## config.mk

```make
export PLATFORM = sky130hd
export DESIGN_NAME = txt_cursor_fmt
export DESIGN_NICKNAME = d
export VERILOG_FILES = /design/src/rtl/fmt_pkg.sv /design/src/rtl/fmt_cursor.sv /design/src/rtl/fmt_seq.sv /design/src/rtl/fmt_outreg.sv /design/src/rtl/txt_cursor_fmt.sv
export SDC_FILE = /design/constraint.sdc
export NUM_CORES = 1
export LEC_CHECK = 0
export CAP_MARGIN = 25
export CORE_UTILIZATION = 45
export CTS_CLUSTER_SIZE = 16
export DETAILED_ROUTE_END_ITERATION = 12
export PLACE_DENSITY_LB_ADDON = 0.08
export RECOVER_POWER = 25
export SLEW_MARGIN = 20
export SYNTH_ARGS = -nofsm -noshare
export SYNTH_HDL_FRONTEND = slang
export SYNTH_HIERARCHICAL = 1
export SYNTH_SLANG_ARGS = --single-unit
```

## constraint.sdc

```tcl
create_clock -name clk -period 3 [get_ports clk]
set_input_delay 0.9 -clock clk [delete_from_list [all_inputs] [get_ports clk]]
set_output_delay 0.9 -clock clk [all_outputs]
set_load 0.02 [all_outputs]
```

## src/rtl/fmt_pkg.sv

```systemverilog
package fmt_pkg;

  localparam int DDADDR_W = 7;

  typedef enum logic [1:0] {
    SEQ_IDLE = 2'd0,
    SEQ_PAD  = 2'd1,
    SEQ_MOVE = 2'd2
  } seq_state_e;

  typedef enum logic [1:0] {
    OP_CLEAR  = 2'b00,
    OP_HOME   = 2'b01,
    OP_CGADDR = 2'b10,
    OP_NONE   = 2'b11
  } ctl_op_e;

  localparam logic [7:0] CH_NUL   = 8'h00;
  localparam logic [7:0] CH_TAB   = 8'h09;
  localparam logic [7:0] CH_LF    = 8'h0A;
  localparam logic [7:0] CH_CR    = 8'h0D;
  localparam logic [7:0] CH_SPACE = 8'h20;

  localparam logic [7:0] LCD_CLEAR  = 8'h01;
  localparam logic [7:0] LCD_HOME   = 8'h02;
  localparam logic [7:0] LCD_CGADDR = 8'h40;
  localparam logic [7:0] LCD_DDADDR = 8'h80;

  typedef struct packed {
    logic       rs;
    logic [7:0] val;
  } lcd_word_t;

endpackage

```

## src/rtl/fmt_cursor.sv

```systemverilog
module fmt_cursor
  import fmt_pkg::*;
#(
  parameter int ROWS = 3,
  parameter int COLS = 16,
  parameter int RW   = 2,
  parameter int CW   = 4
) (
  input  logic                clk,
  input  logic                rst_n,
  input  logic                step,
  input  logic                go_origin,
  input  logic                go_line_start,
  input  logic                go_next_line,
  output logic [RW-1:0]       row_q,
  output logic [CW-1:0]       col_q,
  output logic [DDADDR_W-1:0] line_addr,
  output logic [DDADDR_W-1:0] next_line_addr,
  output logic [CW-1:0]       pad_len
);

  logic          last_row;
  logic          last_col;
  logic [RW-1:0] row_next;

  assign last_row = (int'(row_q) == ROWS - 1);
  assign last_col = (int'(col_q) == COLS - 1);
  assign row_next = last_row ? '0 : row_q + RW'(1);
  assign pad_len  = CW'(COLS - 1) - col_q;

  always_ff @(posedge clk or negedge rst_n) begin
    if (!rst_n) begin
      row_q <= '0;
      col_q <= '0;
    end else if (go_origin) begin
      row_q <= '0;
      col_q <= '0;
    end else if (go_next_line) begin
      row_q <= row_next;
      col_q <= '0;
    end else if (go_line_start) begin
      col_q <= '0;
    end else if (step) begin
      if (last_col) begin
        col_q <= '0;
        row_q <= row_next;
      end else begin
        col_q <= col_q + CW'(1);
      end
    end
  end

  // Row base address: a shift when the row length is a power of two.
  generate
    if ((COLS & (COLS - 1)) == 0) begin : g_shift_base
      localparam int SH = $clog2(COLS);
      assign line_addr      = DDADDR_W'(row_q) << SH;
      assign next_line_addr = DDADDR_W'(row_next) << SH;
    end else begin : g_mult_base
      assign line_addr      = DDADDR_W'(row_q) * DDADDR_W'(COLS);
      assign next_line_addr = DDADDR_W'(row_next) * DDADDR_W'(COLS);
    end
  endgenerate


  row_range_chk: assert property (@(posedge clk) disable iff (!rst_n)
    int'(row_q) < ROWS);


  col_range_chk: assert property (@(posedge clk) disable iff (!rst_n)
    int'(col_q) < COLS);

endmodule

```

## src/rtl/fmt_seq.sv

```systemverilog
module fmt_seq
  import fmt_pkg::*;
#(
  parameter int TAB_LEN = 4,
  parameter int CW      = 4,
  parameter int CNT_W   = 4
) (
  input  logic                clk,
  input  logic                rst_n,
  input  logic                in_valid,
  input  logic                in_cmd,
  input  logic [7:0]          in_data,
  output logic                in_ready,
  input  logic                slot_free,
  input  logic [CW-1:0]       pad_len,
  input  logic [DDADDR_W-1:0] line_addr,
  input  logic [DDADDR_W-1:0] next_line_addr,
  output logic                load,
  output lcd_word_t           word,
  output logic                step,
  output logic                go_origin,
  output logic                go_line_start,
  output logic                go_next_line
);

  seq_state_e       st_q, st_d;
  logic [CNT_W-1:0] cnt_q, cnt_d;
  logic             nl_q, nl_d;
  logic             accept;
  ctl_op_e          op;

  assign in_ready = (st_q == SEQ_IDLE) && slot_free;
  assign accept   = in_valid && in_ready;
  assign op       = ctl_op_e'(in_data[7:6]);

  always_comb begin
    st_d          = st_q;
    cnt_d         = cnt_q;
    nl_d          = nl_q;
    load          = 1'b0;
    word          = '0;
    step          = 1'b0;
    go_origin     = 1'b0;
    go_line_start = 1'b0;
    go_next_line  = 1'b0;
    unique case (st_q)
      SEQ_IDLE: begin
        if (accept) begin
          if (in_cmd) begin
            unique case (op)
              OP_CLEAR: begin
                load      = 1'b1;
                word      = '{rs: 1'b0, val: LCD_CLEAR};
                go_origin = 1'b1;
              end
              OP_HOME: begin
                load      = 1'b1;
                word      = '{rs: 1'b0, val: LCD_HOME};
                go_origin = 1'b1;
              end
              OP_CGADDR: begin
                load = 1'b1;
                word = '{rs: 1'b0, val: LCD_CGADDR | {2'b00, in_data[5:0]}};
              end
              default: ;
            endcase
          end else begin
            unique case (in_data)
              CH_NUL: ;
              CH_TAB: begin
                st_d  = SEQ_PAD;
                cnt_d = CNT_W'(TAB_LEN);
                nl_d  = 1'b0;
              end
              CH_CR: begin
                load          = 1'b1;
                word          = '{rs: 1'b0, val: LCD_DDADDR | {1'b0, line_addr}};
                go_line_start = 1'b1;
              end
              CH_LF: begin
                nl_d = 1'b1;
                if (pad_len != '0) begin
                  st_d  = SEQ_PAD;
                  cnt_d = CNT_W'(pad_len);
                end else begin
                  st_d = SEQ_MOVE;
                end
              end
              default: begin
                load = 1'b1;
                word = '{rs: 1'b1, val: in_data};
                step = 1'b1;
              end
            endcase
          end
        end
      end
      SEQ_PAD: begin
        if (slot_free) begin
          load  = 1'b1;
          word  = '{rs: 1'b1, val: CH_SPACE};
          step  = 1'b1;
          cnt_d = cnt_q - CNT_W'(1);
          if (cnt_q == CNT_W'(1)) st_d = nl_q ? SEQ_MOVE : SEQ_IDLE;
        end
      end
      SEQ_MOVE: begin
        if (slot_free) begin
          load         = 1'b1;
          word         = '{rs: 1'b0, val: LCD_DDADDR | {1'b0, next_line_addr}};
          go_next_line = 1'b1;
          st_d         = SEQ_IDLE;
        end
      end
      default: st_d = SEQ_IDLE;
    endcase
  end

  always_ff @(posedge clk or negedge rst_n) begin
    if (!rst_n) begin
      st_q  <= SEQ_IDLE;
      cnt_q <= '0;
      nl_q  <= 1'b0;
    end else begin
      st_q  <= st_d;
      cnt_q <= cnt_d;
      nl_q  <= nl_d;
    end
  end


  pad_cnt_live_chk: assert property (@(posedge clk) disable iff (!rst_n)
    (st_q == SEQ_PAD) |-> (cnt_q != '0));


  busy_blocks_input_chk: assert property (@(posedge clk) disable iff (!rst_n)
    (st_q != SEQ_IDLE) |-> !in_ready);

endmodule

```

## src/rtl/fmt_outreg.sv

```systemverilog
module fmt_outreg
  import fmt_pkg::*;
(
  input  logic      clk,
  input  logic      rst_n,
  input  logic      load,
  input  lcd_word_t word,
  input  logic      out_ready,
  output logic      out_valid,
  output lcd_word_t out_word,
  output logic      slot_free
);

  assign slot_free = !out_valid || out_ready;

  always_ff @(posedge clk or negedge rst_n) begin
    if (!rst_n) begin
      out_valid <= 1'b0;
      out_word  <= '0;
    end else if (slot_free) begin
      out_valid <= load;
      if (load) out_word <= word;
    end
  end


  hold_while_stalled_chk: assert property (@(posedge clk) disable iff (!rst_n)
    (out_valid && !out_ready) |=> (out_valid && $stable(out_word)));


  no_overflow_chk: assert property (@(posedge clk) disable iff (!rst_n)
    (load && out_valid) |-> out_ready);

endmodule

```

## src/rtl/txt_cursor_fmt.sv

```systemverilog
module txt_cursor_fmt
  import fmt_pkg::*;
#(
  parameter int ROWS    = 3,
  parameter int COLS    = 16,
  parameter int TAB_LEN = 4
) (
  input  logic       clk,
  input  logic       rst_n,
  input  logic       in_valid,
  output logic       in_ready,
  input  logic       in_cmd,
  input  logic [7:0] in_data,
  output logic       out_valid,
  input  logic       out_ready,
  output logic       out_rs,
  output logic [7:0] out_byte
);

  localparam int RW      = (ROWS > 1) ? $clog2(ROWS) : 1;
  localparam int CW      = (COLS > 1) ? $clog2(COLS) : 1;
  localparam int PAD_MAX = (TAB_LEN > COLS - 1) ? TAB_LEN : COLS - 1;
  localparam int CNT_W   = $clog2(PAD_MAX + 1);

  logic [RW-1:0]       row_q;
  logic [CW-1:0]       col_q;
  logic [DDADDR_W-1:0] line_addr;
  logic [DDADDR_W-1:0] next_line_addr;
  logic [CW-1:0]       pad_len;
  logic                step, go_origin, go_line_start, go_next_line;
  logic                load, slot_free;
  lcd_word_t           word, out_word;

  fmt_cursor #(
    .ROWS(ROWS), .COLS(COLS), .RW(RW), .CW(CW)
  ) u_cursor (
    .clk           (clk),
    .rst_n         (rst_n),
    .step          (step),
    .go_origin     (go_origin),
    .go_line_start (go_line_start),
    .go_next_line  (go_next_line),
    .row_q         (row_q),
    .col_q         (col_q),
    .line_addr     (line_addr),
    .next_line_addr(next_line_addr),
    .pad_len       (pad_len)
  );

  fmt_seq #(
    .TAB_LEN(TAB_LEN), .CW(CW), .CNT_W(CNT_W)
  ) u_seq (
    .clk           (clk),
    .rst_n         (rst_n),
    .in_valid      (in_valid),
    .in_cmd        (in_cmd),
    .in_data       (in_data),
    .in_ready      (in_ready),
    .slot_free     (slot_free),
    .pad_len       (pad_len),
    .line_addr     (line_addr),
    .next_line_addr(next_line_addr),
    .load          (load),
    .word          (word),
    .step          (step),
    .go_origin     (go_origin),
    .go_line_start (go_line_start),
    .go_next_line  (go_next_line)
  );

  fmt_outreg u_out (
    .clk      (clk),
    .rst_n    (rst_n),
    .load     (load),
    .word     (word),
    .out_ready(out_ready),
    .out_valid(out_valid),
    .out_word (out_word),
    .slot_free(slot_free)
  );

  assign out_rs   = out_word.rs;
  assign out_byte = out_word.val;

endmodule

```

# Word-level counts from Yosys, hierarchy flattened
# Index checks and enable logic that the tools add are counted.
# W data, S select, Z words.
# op_classes
n_eq_ne	18
muxes	51
n_reduce_logical	23
bitwise_logic	1
add_sub_neg	4
# op_table
cell	count
$mux W4	9
$pmux W9 S3	1
$mux W2	13
$eq A8 B4 Y1 const B	3
$pmux W7 S3	1
$mux W9	2
$pmux W9 S2	1
$mux W1	17
$pmux W4 S2	2
$reduce_and A6 Y1	2
$eq A4 B1 Y1 const B	2
$logic_not A8 Y1	1
$ne A2 B1 Y1 const B	4
$reduce_bool A4 Y1	2
$eq A2 B2 Y1 const B	3
$ne A3 B3 Y1 const B	2
$pmux W1 S2	3
$pmux W2 S3	1
$reduce_bool A3 Y1	2
$reduce_or A3 Y1	2
$add A4 B1 Y4 const B	1
$eq A2 B1 Y1 const B	2
$logic_not A2 Y1	2
$pmux W2 S2	1
other kinds (15)	18
# word_totals
out_inout_bits	11
regBits	23
word_cells	105

# Logic depth before layout (Yosys ltp)
# Gate-level depths: netlist (run 1).
# logic_depth
ltp_word	10
depth_mapped	9

# Cells and area by module
# Netlist (run 1), hierarchy kept.
# by_module_without_submodules
module	n_inst	cells_per_inst	seq_area_each_um2	area_each_um2
fmt_seq	1	144	175.2	1034.7
fmt_cursor	1	49	150.1	426.7
fmt_outreg	1	22	250.2	425.4

# Worst setup path after synthesis (run 1)
# OpenSTA, ideal clock, no wires.
# synth_path
path_kind	input-to-reg
from	input out_ready
to	register u_cursor.row_q[0]
n_path_buf	0
setup_ns	0.128
t_arrival_ns	2.573
slack_ns	0.299
cell_stages	7
cell_sequence	nand2b_4 > and2_1 > nand2_1 > nor4_1 > and3b_1 > a31oi_1 > mux2_1
# synth_via
elab_chain_len	7
word_cells_on_any_way	17
# synth_rtl
item	line	text
start, declared	txt_cursor_fmt.sv:15	input logic out_ready,
$logic_or A1 B1 Y1	fmt_outreg.sv:14	assign slot_free = !out_valid || out_ready;
$logic_and A1 B1 Y1	fmt_seq.sv:32	assign in_ready = (st_q == SEQ_IDLE) && slot_free;
via in_ready	txt_cursor_fmt.sv:11	output logic in_ready,
$logic_and A1 B1 Y1	fmt_seq.sv:33	assign accept = in_valid && in_ready;
$mux W1	fmt_seq.sv:48	if (accept) begin
$mux W1	fmt_seq.sv:46	unique case (st_q)
via go_line_start	txt_cursor_fmt.sv:30	logic step, go_origin, go_line_start, go_next_line;
$ne A3 B2 Y1 (no line)	n/a	
$reduce_and A3 Y1 (no line)	n/a	
end signal, assigned	fmt_cursor.sv:39	row_q <= row_next;
end signal, assigned	fmt_cursor.sv:46	row_q <= row_next;
end, declared	fmt_cursor.sv:15	output logic [RW-1:0] row_q,
# The timed path passes the listed nets, and every way through them passes these cells.
# A chain may end at the register's enable or synchronous reset.

# Worst setup path after layout (run 1)
# layout_path
from	input out_ready
to	output in_ready
# layout_via
elab_chain_len	2
# layout_rtl
item	line	text
$logic_or A1 B1 Y1	fmt_outreg.sv:14	
via slot_free	txt_cursor_fmt.sv:31	logic load, slot_free;
$logic_and A1 B1 Y1	fmt_seq.sv:32	
end, declared	txt_cursor_fmt.sv:11	
# The timed path passes the listed nets, and every way through them passes these cells.

==> flow_summary.html, run 1 <==
<table>
<tr><th>Metric</th><th>Value</th></tr>
<tr><th colspan="2">Clock tree</th></tr>
<tr><td>Maximum number of buffers from clock root to sink</td><td>2</td></tr>
<tr><td>CTS tree</td><td>yes</td></tr>
<tr><td># Post-CTS Setup Buffers</td><td>0</td></tr>
<tr><td>Clock sink count</td><td>23</td></tr>
<tr><td>Clock transition at the registers of the reported paths</td><td>90 ps</td></tr>
<tr><td>CTS root buf</td><td>sky130_fd_sc_hd__clkbuf_8</td></tr>
<tr><td>Num CTS Buffers</td><td>3</td></tr>
<tr><td>Clock latency on the worst-skew pair</td><td>260 ps</td></tr>
<tr><td>Maximum level of the CTS H-tree</td><td>1</td></tr>
<tr><th colspan="2">STA</th></tr>
<tr><td>Setup violators final</td><td>0</td></tr>
<tr><td>Worst slew margin relative to its limit</td><td>0.09463</td></tr>
<tr><td>Unrepaired setup endpoints after global routing</td><td>no</td></tr>
<tr><td>Fin Clk Skew</td><td>1.098 ps</td></tr>
<tr><td>Highest clock frequency the design can meet</td><td>347.4 MHz</td></tr>
<tr><td>Final Max Slew Viols</td><td>0</td></tr>
<tr><td>Min cycle time layout</td><td>2879 ps</td></tr>
<tr><td>Slew at the pin with the worst max-slew slack</td><td>1358 ps</td></tr>
<tr><td>Setup TNS</td><td>0 ps</td></tr>
<tr><td>Number of failing hold endpoints at the final stage</td><td>0</td></tr>
<tr><td>Period utilization</td><td>0.9595</td></tr>
<tr><th colspan="2">Route</th></tr>
<tr><td>Number of violations reported at the end of detailed-routing iteration 0</td><td>75</td></tr>
<tr><td>Number of remaining DRC errors</td><td>0</td></tr>
<tr><td>Wire length after detailed routing</td><td>4445 um</td></tr>
<tr><td>Detail Route Antenna Nets</td><td>0</td></tr>
<tr><td>First drt pass iteration count</td><td>4</td></tr>
<tr><td>Detailed-route via count</td><td>1608</td></tr>
<tr><td>Post-DR wirelength/cell</td><td>14.82 um</td></tr>
<tr><td>Vias per Instance</td><td>5.360</td></tr>
<tr><th colspan="2">Place</th></tr>
<tr><td>Placer congestion estimate</td><td>0.8739</td></tr>
<tr><td>Count of input and output buffers</td><td>23</td></tr>
<tr><td>Post-place instance area</td><td>0.002227 sq mm</td></tr>
<tr><td>Detailed placement HPWL</td><td>3372 um</td></tr>
<tr><th colspan="2">Power</th></tr>
<tr><td>Clock share of power</td><td>0.109</td></tr>
<tr><td>Total leakage power</td><td>1.011 nW</td></tr>
<tr><td>Internal power contribution</td><td>1.050 mW</td></tr>
<tr><td>Power per unit of standard cell area</td><td>816.3 mW/mm^2</td></tr>
<tr><td>Switching Power</td><td>0.8012 mW</td></tr>
<tr><td>Worst ir drop on vdd</td><td>0.0004028 V</td></tr>
<tr><td>Sequential group share of total power</td><td>0.283</td></tr>
<tr><td>Relative contribution of combinational cells to total power</td><td>0.608</td></tr>
<tr><td>Switching portion of total power</td><td>0.4329</td></tr>
<tr><th colspan="2">Final layout</th></tr>
<tr><td>Final non-filler cell area</td><td>0.002267 sq mm</td></tr>
<tr><td>Layout Utilization</td><td>0.5668</td></tr>
<tr><td>Area growth, synth to finish</td><td>21.12%</td></tr>
<tr><td>Antenna Diode Count</td><td>0</td></tr>
<tr><td>Fraction of layout cells with a size suffix above 1</td><td>0.1480</td></tr>
<tr><td>Total Nets Final</td><td>271</td></tr>
<tr><th colspan="2">Floorplan</th></tr>
<tr><td>Floorplan die width</td><td>66.50 um</td></tr>
<tr><td>Std-Cell Core Area</td><td>0.004000 sq mm</td></tr>
<tr><td>DIE AREA</td><td>0.004422 sq mm</td></tr>
<tr><td>Effective utilization at floorplan</td><td>0.4679</td></tr>
<tr><td>Standard-cell rows</td><td>23</td></tr>
<tr><td>DIE HEIGHT</td><td>66.50 um</td></tr>
<tr><td>Number of top-level pins</td><td>24</td></tr>
<tr><th colspan="2">Global routing</th></tr>
<tr><td>First-pass GRT wire length</td><td>7458 um</td></tr>
<tr><td>Combined global-route utilization of all metal layers</td><td>0.2228</td></tr>
<tr><td>Number of global-route vias before repair</td><td>1552</td></tr>
<tr><td>Number of antenna violations at the first check in global routing</td><td>0</td></tr>
<tr><td>Global-route congestion overflow total</td><td>0</td></tr>
<tr><td>Maximum number of pins on one net before global-route repair</td><td>24</td></tr>
<tr><th colspan="2">Min path</th></tr>
<tr><td>Class of the tightest hold or removal check</td><td>reg2reg</td></tr>
<tr><th colspan="2">Yosys</th></tr>
<tr><td>Mapped cell area</td><td>0.001872 sq mm</td></tr>
<tr><td>Number of synthesis warnings</td><td>6</td></tr>
<tr><td>Count of mapped cells out of synthesis</td><td>213</td></tr>
<tr><td>Syn Area/Cell</td><td>8.788 sq um</td></tr>
<tr><th colspan="2">Worst setup path</th></tr>
<tr><td>CP required</td><td>2100 ps</td></tr>
<tr><td>Top fanout value on the critical path</td><td>2</td></tr>
<tr><td>Signal arrival time at the worst endpoint</td><td>1980 ps</td></tr>
<tr><td>Classification of the worst setup path</td><td>in2out</td></tr>
<tr><td>Critical Path Source Type</td><td>input pin</td></tr>
<tr><td>Slack of the worst reg-to-reg path</td><td>620 ps</td></tr>
<tr><td>Critical path endpoint category</td><td>primary output</td></tr>
<tr><th colspan="2">Flow run</th></tr>
<tr><td>Count of max-cap constraint violations</td><td>0</td></tr>
<tr><th colspan="2">Status</th></tr>
<tr><td>Result of the run</td><td>finished clean</td></tr>
</table>
-- registers in the layout, indices dropped and copies added (netlist names) --
name and flops:
u_out/out_word 9, u_cursor/col_q 4, u_seq/cnt_q 4, u_cursor/row_q 2, u_seq/st_q 2, u_out/out_valid 1, u_seq/nl_q 1
-- worst max-delay path: stages --
cell	delay, ps
sky130_fd_sc_hd__clkdlybuf4s50_1	460
sky130_fd_sc_hd__nand2b_4	120
sky130_fd_sc_hd__and2_1	160
sky130_fd_sc_hd__dlygate4sd2_1	350
-- cell type report --
class,instances,area (sq um)
clock buffers,4,45.04
repair buffers,42,367.9
flip-flops and latches,23,575.6
fillers,368,1733
inverters,14,52.55
multi-input cells,167,1164
well taps,50,62.56
-- power by group through the flow --
stage / clock, mW / combinational (mW) / sequential, mW
3_3_place_gp: 0 / 1.11 / 0.522
4_1_cts: 0.208 / 1.13 / 0.523
3_5_place_dp: 0 / 1.13 / 0.530
2_1_floorplan: 0 / 0.756 / 0.563
5_1_grt: 0.220 / 1.25 / 0.539
6_report: 0.202 / 1.12 / 0.524
-- cells in the final DEF (no fill, tap or decap), drive strengths merged, types with 2 or more instances in the layout --
| cell type | instances |
|---|---|
| dfrtp | 23 |
| nand2 | 22 |
| clkdlybuf4s50 | 21 |
| buf | 18 |
| a21oi | 15 |
| inv | 14 |
| o21ai | 11 |
| nor2 | 10 |
| conb | 10 |
| mux2 | 10 |
| nor2b | 8 |
| ha | 7 |
| nand3b | 7 |
| a31oi | 5 |
| mux2i | 5 |
| nor3 | 5 |
| nand4 | 5 |
| nand2b | 5 |
| nand3 | 5 |
| clkbuf | 5 |
| or3 | 3 |
| o31ai | 3 |
| and2 | 2 |
| a21o | 2 |
| and3 | 2 |
| xor2 | 2 |
| o41ai | 2 |
| nor4 | 2 |
-- per-layer routing --
layer	wire length, um	vias up	track usage
met3	163	2	0.02568
met5	0	-	0
met4	19	0	0.06649
met2	2124	31	0.3686
li1	-	823	-
met1	2138	752	0.3024
-- final timing paths --
path                                                       to  cells after the start                          start
max in group asynchronous       u_cursor/row_q[1]$_DFFE_PN0P_                      2                          rst_n
min in group asynchronous       u_out/out_word[5]$_DFFE_PN0P_                      2                          rst_n
worst min-delay path            u_out/out_word[2]$_DFFE_PN0P_                      1  u_out/out_word[2]$_DFFE_PN0P_
worst max-delay path                                 in_ready                      4                      out_ready
worst min register to register  u_out/out_word[2]$_DFFE_PN0P_                      1  u_out/out_word[2]$_DFFE_PN0P_
worst max register to register  u_cursor/row_q[0]$_DFFE_PN0P_                      8      u_seq/st_q[1]$_DFFE_PN0P_
-- timing repair --
item	in CTS	in global routing
hold buffers	0	0
gates resized for setup	1	0
endpoints found under the setup margin	1	0
-- per-stage QoR --
| step | cells | total power [mW] | hold WS (ps) | worst slack, ps |
|---|---|---|---|---|
| global placement | 296 | 1.629 | 496.1 | -148.6 |
| global route | 300 | 2.006 | 533.4 | 88.99 |
| CTS | 300 | 1.858 | 522.6 | 120.6 |
| detailed placement | 296 | 1.657 | 499.6 | -150.0 |
| floorplan | 222 | 1.319 | 480.6 | 299.2 |
| finish | 300 | 1.851 | 519.2 | 121.4 |
No activity file was read; power rests on OpenSTA's default activity.
==> run 2: changes to the inputs <==
Settings changed: ABC_AREA set to 1, MAX_ROUTING_LAYER set to met4.
==> flow_summary.html, run 2 <==
<table>
<tr><th>Metric</th><th>Value</th></tr>
<tr><th colspan="2">Status</th></tr>
<tr><td>Result of the run</td><td>finished clean</td></tr>
<tr><th colspan="2">Global routing</th></tr>
<tr><td>Peak-usage layer in the global routing report</td><td>met2</td></tr>
<tr><td>Number of global-route vias before repair</td><td>1582</td></tr>
<tr><td>Combined global-route utilization of all metal layers</td><td>0.2068</td></tr>
<tr><td>Number of antenna violations at the first check in global routing</td><td>0</td></tr>
<tr><td>Maximum number of pins on one net before global-route repair</td><td>24</td></tr>
<tr><td>Global-route congestion overflow total</td><td>0</td></tr>
<tr><td>Global routing met2 resource utilization</td><td>0.3113</td></tr>
<tr><td>First-pass GRT wire length</td><td>7086 um</td></tr>
<tr><td>GR Util met1</td><td>0.2873</td></tr>
<tr><td>Routing usage on met3</td><td>0.02467</td></tr>
<tr><th colspan="2">Worst setup path</th></tr>
<tr><td>Top cell family by delay on the critical path</td><td>buffers and inverters</td></tr>
<tr><td>Critical Path Source Type</td><td>input pin</td></tr>
<tr><td>Critical path endpoint category</td><td>primary output</td></tr>
<tr><td>Classification of the worst setup path</td><td>in2out</td></tr>
<tr><td>Slowest library cell on the worst path</td><td>sky130_fd_sc_hd__clkdlybuf4s50_1</td></tr>
<tr><td>Cell count of the worst reg-to-reg path</td><td>14</td></tr>
<tr><td>Buf+Inv Stages, Crit Path</td><td>4</td></tr>
<tr><td>Max incr delay on CP</td><td>450 ps</td></tr>
<tr><td>CP required</td><td>2100 ps</td></tr>
<tr><td>Signal arrival time at the worst endpoint</td><td>1900 ps</td></tr>
<tr><td>Slack of the worst reg-to-reg path</td><td>870 ps</td></tr>
<tr><td>End of the worst register-to-register path</td><td>u_cursor/row_q[0]$_DFFE_PN0P_</td></tr>
<tr><td>Top fanout value on the critical path</td><td>2</td></tr>
<tr><td>Launch point of the worst reg-to-reg path</td><td>u_seq/st_q[0]$_DFFE_PN0P_</td></tr>
<tr><td>Series of cell instances along the critical path</td><td>clkdlybuf4s50_1 -&gt; inv_1 -&gt; nand2_4 -&gt; nand2_1 -&gt; inv_2 -&gt; dlygate4sd2_1</td></tr>
<tr><th colspan="2">STA</th></tr>
<tr><td>Worst slew margin relative to its limit</td><td>0.1524</td></tr>
<tr><td>Setup violators final</td><td>0</td></tr>
<tr><td>Slew at the pin with the worst max-slew slack</td><td>1271 ps</td></tr>
<tr><td>Final Max Slew Viols</td><td>0</td></tr>
<tr><td>Fin Clk Skew</td><td>3.934 ps</td></tr>
<tr><td>Highest clock frequency the design can meet</td><td>356.9 MHz</td></tr>
<tr><td>Period utilization</td><td>0.9340</td></tr>
<tr><td>Setup TNS</td><td>0 ps</td></tr>
<tr><td>Min cycle time layout</td><td>2802 ps</td></tr>
<tr><td>Unrepaired setup endpoints after global routing</td><td>no</td></tr>
<tr><td>Number of failing hold endpoints at the final stage</td><td>0</td></tr>
<tr><th colspan="2">Yosys</th></tr>
<tr><td>Syn Area/Cell</td><td>6.980 sq um</td></tr>
<tr><td>Number of synthesis warnings</td><td>6</td></tr>
<tr><td>Mapped cell area</td><td>0.001989 sq mm</td></tr>
<tr><td>Count of mapped cells out of synthesis</td><td>285</td></tr>
<tr><th colspan="2">Route</th></tr>
<tr><td>First drt pass iteration count</td><td>4</td></tr>
<tr><td>Vias per Instance</td><td>4.923</td></tr>
<tr><td>Wire length after detailed routing</td><td>4115 um</td></tr>
<tr><td>Detailed-route via count</td><td>1787</td></tr>
<tr><td>Detail Route Antenna Nets</td><td>0</td></tr>
<tr><td>Number of violations reported at the end of detailed-routing iteration 0</td><td>69</td></tr>
<tr><td>Post-DR wirelength/cell</td><td>11.34 um</td></tr>
<tr><td>Number of remaining DRC errors</td><td>0</td></tr>
<tr><th colspan="2">Floorplan</th></tr>
<tr><td>Effective utilization at floorplan</td><td>0.4834</td></tr>
<tr><td>Floorplan die width</td><td>68.49 um</td></tr>
<tr><td>Std-Cell Core Area</td><td>0.004115 sq mm</td></tr>
<tr><td>Standard-cell rows</td><td>23</td></tr>
<tr><td>DIE HEIGHT</td><td>68.49 um</td></tr>
<tr><td>Number of top-level pins</td><td>24</td></tr>
<tr><td>DIE AREA</td><td>0.004691 sq mm</td></tr>
<tr><th colspan="2">Clock tree</th></tr>
<tr><td>Hold buffer count at cts</td><td>0</td></tr>
<tr><td>Num CTS Buffers</td><td>3</td></tr>
<tr><td>Maximum number of buffers from clock root to sink</td><td>2</td></tr>
<tr><td>Clock latency on the worst-skew pair</td><td>260 ps</td></tr>
<tr><td>Clock sink count</td><td>23</td></tr>
<tr><td>CTS root buf</td><td>sky130_fd_sc_hd__clkbuf_8</td></tr>
<tr><td>Maximum level of the CTS H-tree</td><td>1</td></tr>
<tr><td>Clock transition at the registers of the reported paths</td><td>90 ps</td></tr>
<tr><td>CTS tree</td><td>yes</td></tr>
<tr><td># Post-CTS Setup Buffers</td><td>0</td></tr>
<tr><td>Cts repair resizes</td><td>1</td></tr>
<tr><th colspan="2">Min path</th></tr>
<tr><td>Class of the tightest hold or removal check</td><td>reg2reg</td></tr>
<tr><td>Hold path depth</td><td>2</td></tr>
<tr><td>Min-delay src</td><td>u_out/out_word[5]$_DFFE_PN0P_</td></tr>
<tr><td>Hold path endpoint</td><td>u_out/out_word[5]$_DFFE_PN0P_</td></tr>
<tr><th colspan="2">Final layout</th></tr>
<tr><td>Registers with the highest flip-flop counts</td><td>u_out/out_word (9), u_cursor/col_q (4), u_seq/cnt_q (4)</td></tr>
<tr><td>Number of flip-flops in the largest register</td><td>9</td></tr>
<tr><td>Number of cells in the finished layout apart from fillers</td><td>363</td></tr>
<tr><td>Most frequent standard cell in the layout excluding fill and tap cells</td><td>sky130_fd_sc_hd__nand2_1</td></tr>
<tr><td>Largest register by flop count</td><td>u_out/out_word</td></tr>
<tr><td>Total Nets Final</td><td>334</td></tr>
<tr><td>Fraction of layout cells with a size suffix above 1</td><td>0.1438</td></tr>
<tr><td>Most frequent cells in the layout</td><td>sky130_fd_sc_hd__nand2_1, sky130_fd_sc_hd__inv_1, sky130_fd_sc_hd__dfrtp_1</td></tr>
<tr><td>Antenna Diode Count</td><td>0</td></tr>
<tr><td>Area growth, synth to finish</td><td>15.60%</td></tr>
<tr><th colspan="2">Power</th></tr>
<tr><td>Power per unit of standard cell area</td><td>754.2 mW/mm^2</td></tr>
<tr><td>Total leakage power</td><td>1.164 nW</td></tr>
<tr><td>Worst ir drop on vdd</td><td>0.0002782 V</td></tr>
<tr><td>Total Power</td><td>1.734 mW</td></tr>
<tr><th colspan="2">Place</th></tr>
<tr><td>Detailed placement HPWL</td><td>3265 um</td></tr>
<tr><td>Placer congestion estimate</td><td>0.8649</td></tr>
<tr><td>Number of instances in the placed design</td><td>359</td></tr>
<tr><td>Count of input and output buffers</td><td>23</td></tr>
<tr><th colspan="2">Flow run</th></tr>
<tr><td>Count of max-cap constraint violations</td><td>0</td></tr>
</table>
[run 2: cell count changes in the layout (fill, tap and decap cells not counted), sizes merged, moves of 4 or more]
cell    delta
a21oi      +4
buf       -13
inv       +20
mux2      -10
mux2i      -4
nand2     +77
nand2b     -5
nand3     +21
nand3b     -6
nand4      +4
nor2      +10
nor2b      -8
nor3       +4
[run 2: where the power goes]
group	total [mW]	switching [mW]	leakage [nW]	internal, mW
registers	0.541	0.109	0.299	0.432
logic	0.998	0.585	0.839	0.413
clock network	0.196	0.103	0.0255	0.0927
total	1.73	0.796	1.16	0.938
[run 2: layout make-up]
class	instances	area (sq um)
clock buffer	3	41.29
clock inverter	1	5.005
fill	424	1815
inverter	36	138.9
multi-input combinational	221	1194
sequential	23	575.6
tap	50	62.56
timing repair buffer	29	282.8
[run 2: through the flow]
stage	utilization	instance area [sq um]	hold slack [ps]	worst slack (ps)
6_report	0.5588	2300	474.2	197.9
5_1_grt	0.5588	2300	496.8	121.6
4_1_cts	0.5597	2303	480.5	185.4
3_5_place_dp	0.5488	2258	458.6	-73.70
3_3_place_gp	0.5488	2258	453.2	-73.28
2_1_floorplan	-	2023	453.2	734.5
[run 2: metal layers]
metal,vias to the layer above,part of all wire
li1,965,-
met1,779,0.51
met2,39,0.44
met3,4,0.042
met4,0,0.0085
met5,-,0
[run 2: worst register-to-register path, delay by kind of cell (launching register included)]
kind / cells / cell delay (ps)
fa+ha+maj: 1 / 310
buf+inv: 4 / 360
flops: 1 / 420
simple gates: 9 / 930
[run 2: how the worst max path moves through the flow]
stage | start | endpoint | slack [ps] | cells after the start
6_report | out_ready | in_ready | 200 | 6
5_1_grt | out_ready | in_ready | 120 | 6
4_1_cts | out_ready | in_ready | 190 | 6
3_5_place_dp | out_ready | in_ready | -70 | 6
3_3_place_gp | out_ready | in_ready | -70 | 6
2_1_floorplan | out_ready | u_out/out_word[0]$_DFFE_PN0P_ | 730 | 13
==> run 3: changes to the inputs <==
Settings changed: CAP_MARGIN 25 to unset.
==> results of run 3 <==
No change in the layout: final DEF, timing and power equal those of run 2.
